File: config.mk
export PLATFORM = sky130hd
export DESIGN_NAME = set_reduce_acc
export DESIGN_NICKNAME = d
export VERILOG_FILES = /design/src/rtl/sra_pkg.sv /design/src/rtl/sra_pipe_add.sv /design/src/rtl/sra_ctrl.sv /design/src/rtl/set_reduce_acc.sv
export SDC_FILE = /design/constraint.sdc
export NUM_CORES = 1
export LEC_CHECK = 0
export BUFFER_PORTS_ARGS = -buffer_cell sky130_fd_sc_hd__buf_2
export CORE_MARGIN = 2
export CORE_UTILIZATION = 60
export DETAILED_ROUTE_END_ITERATION = 8
export GPL_TIMING_DRIVEN = 0
export PLACE_DENSITY_LB_ADDON = 0.3
export SYNTH_ARGS = -nofsm -noshare
export SYNTH_HDL_FRONTEND = slang
export SYNTH_SLANG_ARGS = --single-unit
File: constraint.sdc
create_clock -name clk -period 4.7 [get_ports clk]
set_input_delay 0.235 -clock clk [delete_from_list [all_inputs] [get_ports clk]]
set_output_delay 0.235 -clock clk [all_outputs]
set_load 0.05 [all_outputs]
File: src/rtl/sra_pkg.sv
package sra_pkg;

  localparam int ADD_LAT = 3;
  localparam int SEQ_LEN = 8;
  localparam int STEP_W  = $clog2(SEQ_LEN);

  typedef enum logic [1:0] {
    SRC_IN   = 2'd0,
    SRC_HOLD = 2'd1,
    SRC_PIPE = 2'd2,
    SRC_ZERO = 2'd3
  } src_e;

  typedef struct packed {
    src_e opa;
    src_e opb;
    logic hold_ld;
    logic hold_from_in;
    logic emit;
  } op_t;

  localparam op_t OP_STEADY = '{opa: SRC_IN, opb: SRC_PIPE, hold_ld: 1'b0,
                                hold_from_in: 1'b0, emit: 1'b0};

  // Drain schedule after a set boundary; step 0 runs in the boundary cycle.
  function automatic op_t step_op(input logic [STEP_W-1:0] k);
    op_t o;
    o = OP_STEADY;
    case (k)
      3'd0: begin o.opb = SRC_ZERO; o.hold_ld = 1'b1; end
      3'd1: begin o.opa = SRC_HOLD; o.hold_ld = 1'b1; o.hold_from_in = 1'b1; end
      3'd2: begin o.opa = SRC_HOLD; o.opb = SRC_IN; o.hold_ld = 1'b1; end
      3'd4: begin o.opa = SRC_HOLD; o.hold_ld = 1'b1; o.hold_from_in = 1'b1; end
      3'd7: begin o.opb = SRC_HOLD; o.emit = 1'b1; end
      default: o = OP_STEADY;
    endcase
    return o;
  endfunction

endpackage

File: src/rtl/sra_pipe_add.sv
module sra_pipe_add #(
  parameter int W   = 36,
  parameter int LAT = 3
) (
  input  logic         clk,
  input  logic         rst,
  input  logic [W-1:0] a,
  input  logic [W-1:0] b,
  output logic [W-1:0] y
);

  logic [W-1:0] stage_q [LAT];

  generate
    for (genvar k = 0; k < LAT; k++) begin : g_stage
      if (k == 0) begin : g_first
        always_ff @(posedge clk) begin
          if (rst) stage_q[k] <= '0;
          else     stage_q[k] <= a + b;
        end
      end else begin : g_delay
        always_ff @(posedge clk) begin
          if (rst) stage_q[k] <= '0;
          else     stage_q[k] <= stage_q[k-1];
        end
      end
    end
  endgenerate

  assign y = stage_q[LAT-1];

endmodule

File: src/rtl/sra_ctrl.sv
module sra_ctrl
  import sra_pkg::*;
(
  input  logic clk,
  input  logic rst,
  input  logic in_valid,
  input  logic in_first,
  output op_t  op,
  output logic emit,
  output logic busy
);

  logic              busy_q;
  logic [STEP_W-1:0] step_q;
  logic              open_q;
  logic              drain_real_q;
  logic              boundary;

  // A boundary opens a real set or closes one by going idle.
  assign boundary = in_valid ? (in_first || !open_q) : open_q;

  always_comb begin
    if (boundary)    op = step_op('0);
    else if (busy_q) op = step_op(step_q);
    else             op = OP_STEADY;
  end

  assign emit = busy_q && op.emit && drain_real_q;
  assign busy = busy_q;

  always_ff @(posedge clk) begin
    if (rst) begin
      busy_q       <= 1'b0;
      step_q       <= '0;
      open_q       <= 1'b0;
      drain_real_q <= 1'b0;
    end else if (boundary) begin
      busy_q       <= 1'b1;
      step_q       <= STEP_W'(1);
      drain_real_q <= open_q;
      open_q       <= in_valid;
    end else if (busy_q) begin
      step_q <= step_q + 1'b1;
      if (step_q == STEP_W'(SEQ_LEN - 1)) busy_q <= 1'b0;
    end
  end

  AST_MIN_SET_SIZE: assert property (@(posedge clk) disable iff (rst)
    boundary |-> !busy_q);

endmodule

File: src/rtl/set_reduce_acc.sv
module set_reduce_acc
  import sra_pkg::*;
#(
  parameter int DATA_W = 32,
  parameter int SUM_W  = 36
) (
  input  logic              clk,
  input  logic              rst,
  input  logic              in_valid,
  input  logic              in_first,
  input  logic [DATA_W-1:0] in_value,
  output logic              sum_valid,
  output logic [SUM_W-1:0]  sum_value
);

  op_t              op;
  logic             emit;
  logic             busy;
  logic [SUM_W-1:0] x;
  logic [SUM_W-1:0] hold_q;
  logic [SUM_W-1:0] pipe_out;
  logic [SUM_W-1:0] opa;
  logic [SUM_W-1:0] opb;
  logic             sum_valid_q;
  logic [SUM_W-1:0] sum_q;
  logic [1:0]       warm_q;

  function automatic logic [SUM_W-1:0] pick(input src_e s, input logic [SUM_W-1:0] i,
                                            input logic [SUM_W-1:0] h,
                                            input logic [SUM_W-1:0] p);
    case (s)
      SRC_IN:   return i;
      SRC_HOLD: return h;
      SRC_PIPE: return p;
      default:  return '0;
    endcase
  endfunction

  assign x   = in_valid ? SUM_W'(in_value) : '0;
  assign opa = pick(op.opa, x, hold_q, pipe_out);
  assign opb = pick(op.opb, x, hold_q, pipe_out);

  sra_ctrl u_ctrl (
    .clk      (clk),
    .rst      (rst),
    .in_valid (in_valid),
    .in_first (in_first),
    .op       (op),
    .emit     (emit),
    .busy     (busy)
  );

  sra_pipe_add #(.W(SUM_W), .LAT(ADD_LAT)) u_add (
    .clk (clk),
    .rst (rst),
    .a   (opa),
    .b   (opb),
    .y   (pipe_out)
  );

  always_ff @(posedge clk) begin
    if (rst) begin
      hold_q      <= '0;
      sum_valid_q <= 1'b0;
      sum_q       <= '0;
      warm_q      <= '0;
    end else begin
      if (op.hold_ld) hold_q <= op.hold_from_in ? x : pipe_out;
      sum_valid_q <= emit;
      if (emit) sum_q <= pipe_out;
      if (warm_q != 2'd3) warm_q <= warm_q + 1'b1;
    end
  end

  assign sum_valid = sum_valid_q;
  assign sum_value = sum_q;

  AST_ADD_LATENCY: assert property (@(posedge clk) disable iff (rst)
    (warm_q == 2'd3) |-> pipe_out == $past(opa + opb, 3));

  AST_SINGLE_PULSE: assert property (@(posedge clk) disable iff (rst)
    sum_valid_q |=> !sum_valid_q);

  AST_HOLD_TOTAL: assert property (@(posedge clk) disable iff (rst)
    (sum_q != $past(sum_q)) |-> sum_valid_q);

  AST_STEADY_PAIR: assert property (@(posedge clk) disable iff (rst)
    (!busy && op.opb != SRC_ZERO) |-> (opa == x && opb == pipe_out));

endmodule

# Word-level counts from Yosys, hierarchy flattened

Memories as Yosys holds them, arrays and structs flattened.
Cells that the tools add are included.

Register bits: 79
RAM bits: 108
Bits of input ports: 36
Output and inout port bits: 37
Logic and storage cells: 57
Memories kept: 1

Add/subtract/negate cells: 2
Eq/ne operators: 8
Multiplexer cells: 23
Bitwise logic cells: 3
Reduce and logical (&&, ||, !) cells: 12

Memories:

| name          | words | bits a word | rd ports | clocked after Yosys merged registers in | wr ports | RTL line           | source |
|---|---|---|---|---|---|---|---|
| u_add.stage_q | 3     | 36          | 3        | 0                                       | 3        | sra_pipe_add.sv:12 | `logic [W-1:0] stage_q [LAT];` |

Operators by type and width:

| operator                                       | number |
|---|---|
| case mux 36 bit (3 select lines)               | 2 |
| 2-to-1 mux 36 bit                              | 4 |
| adder 36 bit                                   | 1 |
| 2-to-1 mux 32 bit                              | 1 |
| 2-to-1 mux 1 bit                               | 13 |
| 2-to-1 mux 7 bit                               | 1 |
| == test 3 bit (second input constant)          | 2 |
| 2-to-1 mux 6 bit                               | 1 |
| case mux 2 bit (3 select lines)                | 1 |
| == test 2 x 1 -> 1 bit (second input constant) | 2 |
| == test 2 bit (second input constant)          | 2 |
| zero test 2 bit                                | 2 |
| OR reduction 2 bit                             | 2 |
| OR reduction 4 bit                             | 1 |
| adder 3 x 1 -> 3 bit (second input constant)   | 1 |
| == test 3 x 1 -> 1 bit (second input constant) | 1 |
| == test 3 x 2 -> 1 bit (second input constant) | 1 |
| zero test 3 bit                                | 1 |
| OR 1 bit                                       | 3 |
| OR reduction 3 bit                             | 1 |
| logical AND 1 bit                              | 2 |
| nonzero test 2 bit                             | 1 |
| zero test 1 bit                                | 1 |
| logical OR 1 bit                               | 1 |

# Depth between registers and ports, before layout

Depth in word-level cells: 9
Depth in mapped cells: 21
Mapped depth without buffers: 18

# Cells and area by module

Synthesis repeated with hierarchy kept, for this count alone.

Cell total of the unflattened synthesis: 1,168
Area, all modules: 10,351.2 µm²

By module, submodules not included:

| module         | instances | cells each | area an instance (µm²) | sequential area each (µm²) |
|---|---|---|---|---|
| set_reduce_acc | 1         | 594        | 4,994.8                | 1,461.4 |
| sra_pipe_add   | 1         | 528        | 4,926.0                | 2,162.1 |
| sra_ctrl       | 1         | 46         | 430.4                  | 120.1 |

# Least setup slack after synthesis

Ideal clock, no wire load.

Kind: input-to-reg
Start point: input in_valid
End point: memory u_add.stage_q[0][32]
Library setup time: 0.121 ns
Data arrival time: 3.860 ns
Required time: 4.579 ns
Slack: 0.720 ns
Stages: 20
Buffers on the path: 4
Path through: buf_2 > nor2b_1 > a21oi_2 > and3_1 > clkbuf_1 > clkbuf_1 > clkbuf_1 > nand2_1 > o21ai_0 > ha_1 > inv_1 > fa_1 > nand2b_1 > a21oi_1 > o221a_2 > a22o_1 > a21oi_2 > a21oi_2 > a41oi_1 > mux2_2

RTL lines:

| element            | RTL line            | source |
|---|---|---|
| start: declaration | set_reduce_acc.sv:9 | `input logic in_valid,` |
| end: declaration   | sra_pipe_add.sv:12  |  |

==> results.cfg <==
[timing]
clock_skew_ns = 0.0118
maxSlewViolCount = 0
max_freq_mhz = 224
setup_tns_ns = 0
setup_viol = 0
min_period_ns = 4.46
setup_slack_ns = 0.243
hold_viol = 0
period_share_pct = 94.8
tightestPinTransition_ns = 0.859
relSlewSlack_pct = 42.7
grt_setup_unrepaired = false

[power_and_ir_drop]
leakage_uw = 0.00417
p_per_area_nw_per_um2 = 348
irDropWorstVdd_v = 0.000304
finalPower_uw = 3510

[place]
io_buffers = 70
dp_hpwl_um = 17500
dpl.cell_count = 1350
dp_slack_ns = -0.330
gp_congestion = 0.963

[detailed_routing]
first_pass_iters = 6
ant_nets = 0
via_count = 8397
wl_um = 24600
drc = 0
wire_per_inst_um = 17.8
viasPerCell = 6.08
drt_iter0_drc = 1261

[cts]
numCtsBuffers = 17
cts_hold_buffers = 0
clock_latency_ns = 0.44
clockBufferDepth = 2
cts_setup_buffers = 0
cts-root-buf = clkbuf_16
clk_pin_slew_worst_paths_ns = 0.07
cts_sinks = 187
ctsHtreeMaxLevel = 4
cts_tree = done

[cells_and_area]
layout.nets = 1260
drive_gt1_share_pct = 11.6
fill_cells = 1192
antenna_cells = 0
area_growth_pct = 13.7
stdcell_count = 1380
fin_util_pct = 69.8

[synthesis]
synth_flop_cell = dfxtp_1
synth.distinct_cells = 61
synth_edf_count = 0
avgSynthCellArea_sq_um = 8.11
postSynthNetCount = 1173
async_reset_ff_share_pct = 0
yosys_warnings = 0
ys_top_cells_by_area = dfxtp_1 42%, nand2_1 6.5%, nor2b_1 6.3%, ha_1 5.6%, nor2_1 5.0%
synth_top_area_cell = dfxtp_1
synth_top_area_share_pct = 42.1
synth_area_sq_um = 8880
ys_seq_elements = 187
postSynthCellCount = 1096
yosysSeqAreaShare_pct = 42.1

[global_route]
grt_usage_pct = 30.9
grt_pass1_vias = 7696
grt_max_degree = 17
grt-ovfl-total = 0
grt_pass1_wl_um = 38900
antenna_found_initial = 0

[floorplan]
io_pins = 73
die_area_sq_um = 15800
fp-row-count = 44
die_w_um = 126
die_h_um = 126
start_util_pct = 61.4
coreArea_sq_um = 14500

[min_path]
worstHoldEndpoint = hold_q[28]
holdCritStartpoint = in_value[28]
holdPathStages = 5
hold_path.class = primary input to flop

[setup_path]
critPathMaxFanout = 10
rrSetupSlack_ns = 0.24
rr_endpoint = u_add.stage_q[0][34]
rr_worst_depth = 15
crit_start = u_ctrl.step_q[2]
cp.required_ns = 5.03
r2r_start = u_ctrl.step_q[2]
criticalPathCategory = flop to flop
arrival_ns = 4.79
worstSetupStartpointType = flop
crit_path_end_kind = flop

[job]
max-cap-violations = 0

[outcome]
status = complete, no violations
-- sequential cells by signal (all words and copies together), names as in the netlist --
register and count:
hold_q 36, sum_valid 1, sum_value 36, u_add.stage_q 108, u_ctrl.busy 1, u_ctrl.drain_real_q 1
u_ctrl.open_q 1, u_ctrl.step_q 3
-- power breakdown --
part,internal [uW],switching (uW)
Combinational,117,230
Clock,846,640
Sequential,1640,34.5
Total,2610,905
-- worst max-delay path, cell delays in order (launching register included) --
cell and delay (ns):
dfxtp_1 0.33, clkbuf_1 0.31, and2_1 0.23, and3_1 0.47, clkbuf_2 0.35, a22oi_1 0.14, o21ai_0 0.12, ha_1 0.32
a21o_1 0.21, a211o_1 0.26, o221a_2 0.32, a22o_1 0.30, a21oi_2 0.23, a21oi_4 0.12, a31oi_1 0.27, mux2_2 0.37
-- cell families (layout without fill, tap and decap cells) --
family | after synthesis | in the layout | synth area share [%]
buf+inv | 84 | 184 | 3.77
flops | 187 | 187 | 42.1
mux | 11 | 11 | 1.35
xor+xnor | 17 | 17 | 1.68
compound gates | 294 | 294 | 20.8
simple gates | 462 | 462 | 24.4
fa+ha+maj | 41 | 41 | 5.86
-- layout by cell type, fill, tap and decap left out, drive strengths merged, types with 8 or more instances in the layout --
| master | count |
|---|---|
| a211oi | 36 |
| a21o | 18 |
| a21oi | 79 |
| a22oi | 40 |
| and2 | 12 |
| and3 | 8 |
| buf | 77 |
| clkbuf | 82 |
| dfxtp | 187 |
| ha | 40 |
| inv | 17 |
| mux2 | 8 |
| nand2 | 155 |
| nand2b | 8 |
| nand3 | 9 |
| nor2 | 119 |
| nor2b | 89 |
| nor3 | 45 |
| o21ai | 86 |
| xnor2 | 9 |
| xor2 | 8 |
-- layout make-up --
type,count,area [sq um],share of cell area (%)
multi-input cells,825,4840,47.9
flip-flops and latches,187,3740,37.1
clock buffers,20,437,4.32
repair buffers,70,350,3.47
plain buffers,69,290,2.87
well taps,184,230,2.28
clock inverters,12,164,1.62
inverters,13,48.8,0.483
-- worst max path at each step --
stage / endpoint / depth (start not counted)
floorplan: u_add.stage_q[0][32] / 20
global placement: u_add.stage_q[0][32] / 20
detailed placement: u_add.stage_q[0][32] / 20
CTS: u_add.stage_q[0][32] / 21
global route: u_add.stage_q[0][19] / 18
finish: u_add.stage_q[0][34] / 15
-- through the flow --
step           cell area [sq um]  hold slack, ns
2_1_floorplan               8880           0.414
3_3_place_gp                9460           0.415
3_5_place_dp                9460           0.422
4_1_cts                    10100           0.257
5_1_grt                    10100           0.294
6_report                   10100           0.259
-- metal layers --
layer | wire length, um | vias up | share of wire, % | global-route usage, %
met4 | 681 | 0 | 2.8 | 10.4
li1 | - | 3960 | - | -
met2 | 10700 | 450 | 43 | 47.0
met1 | 10600 | 3917 | 43 | 43.5
met3 | 2670 | 70 | 11 | 7.35
met5 | 0 | - | 0 | 0
-- synthesized netlist by cell type, drive strengths merged (2+ instances only) --
master	count
a211oi	36
a21boi	2
a21o	18
a21oi	79
a221oi	3
a22oi	40
a31oi	5
a41oi	2
and2	12
and3	8
and3b	3
buf	8
clkbuf	63
dfxtp	187
ha	40
inv	13
mux2	8
mux2i	3
nand2	155
nand2b	8
nand3	9
nand4	2
nor2	119
nor2b	89
nor3	45
nor3b	4
o2111a	2
o211ai	3
o21a	5
o21ai	86
o21bai	3
or3	2
or4	2
xnor2	9
xor2	8
-- timing repair --
item,CTS,global route
endpoints found under the setup margin,13,18
endpoints found under the hold margin,0,0
resized for setup,2,18
Power figures use the tool's default switching activity.
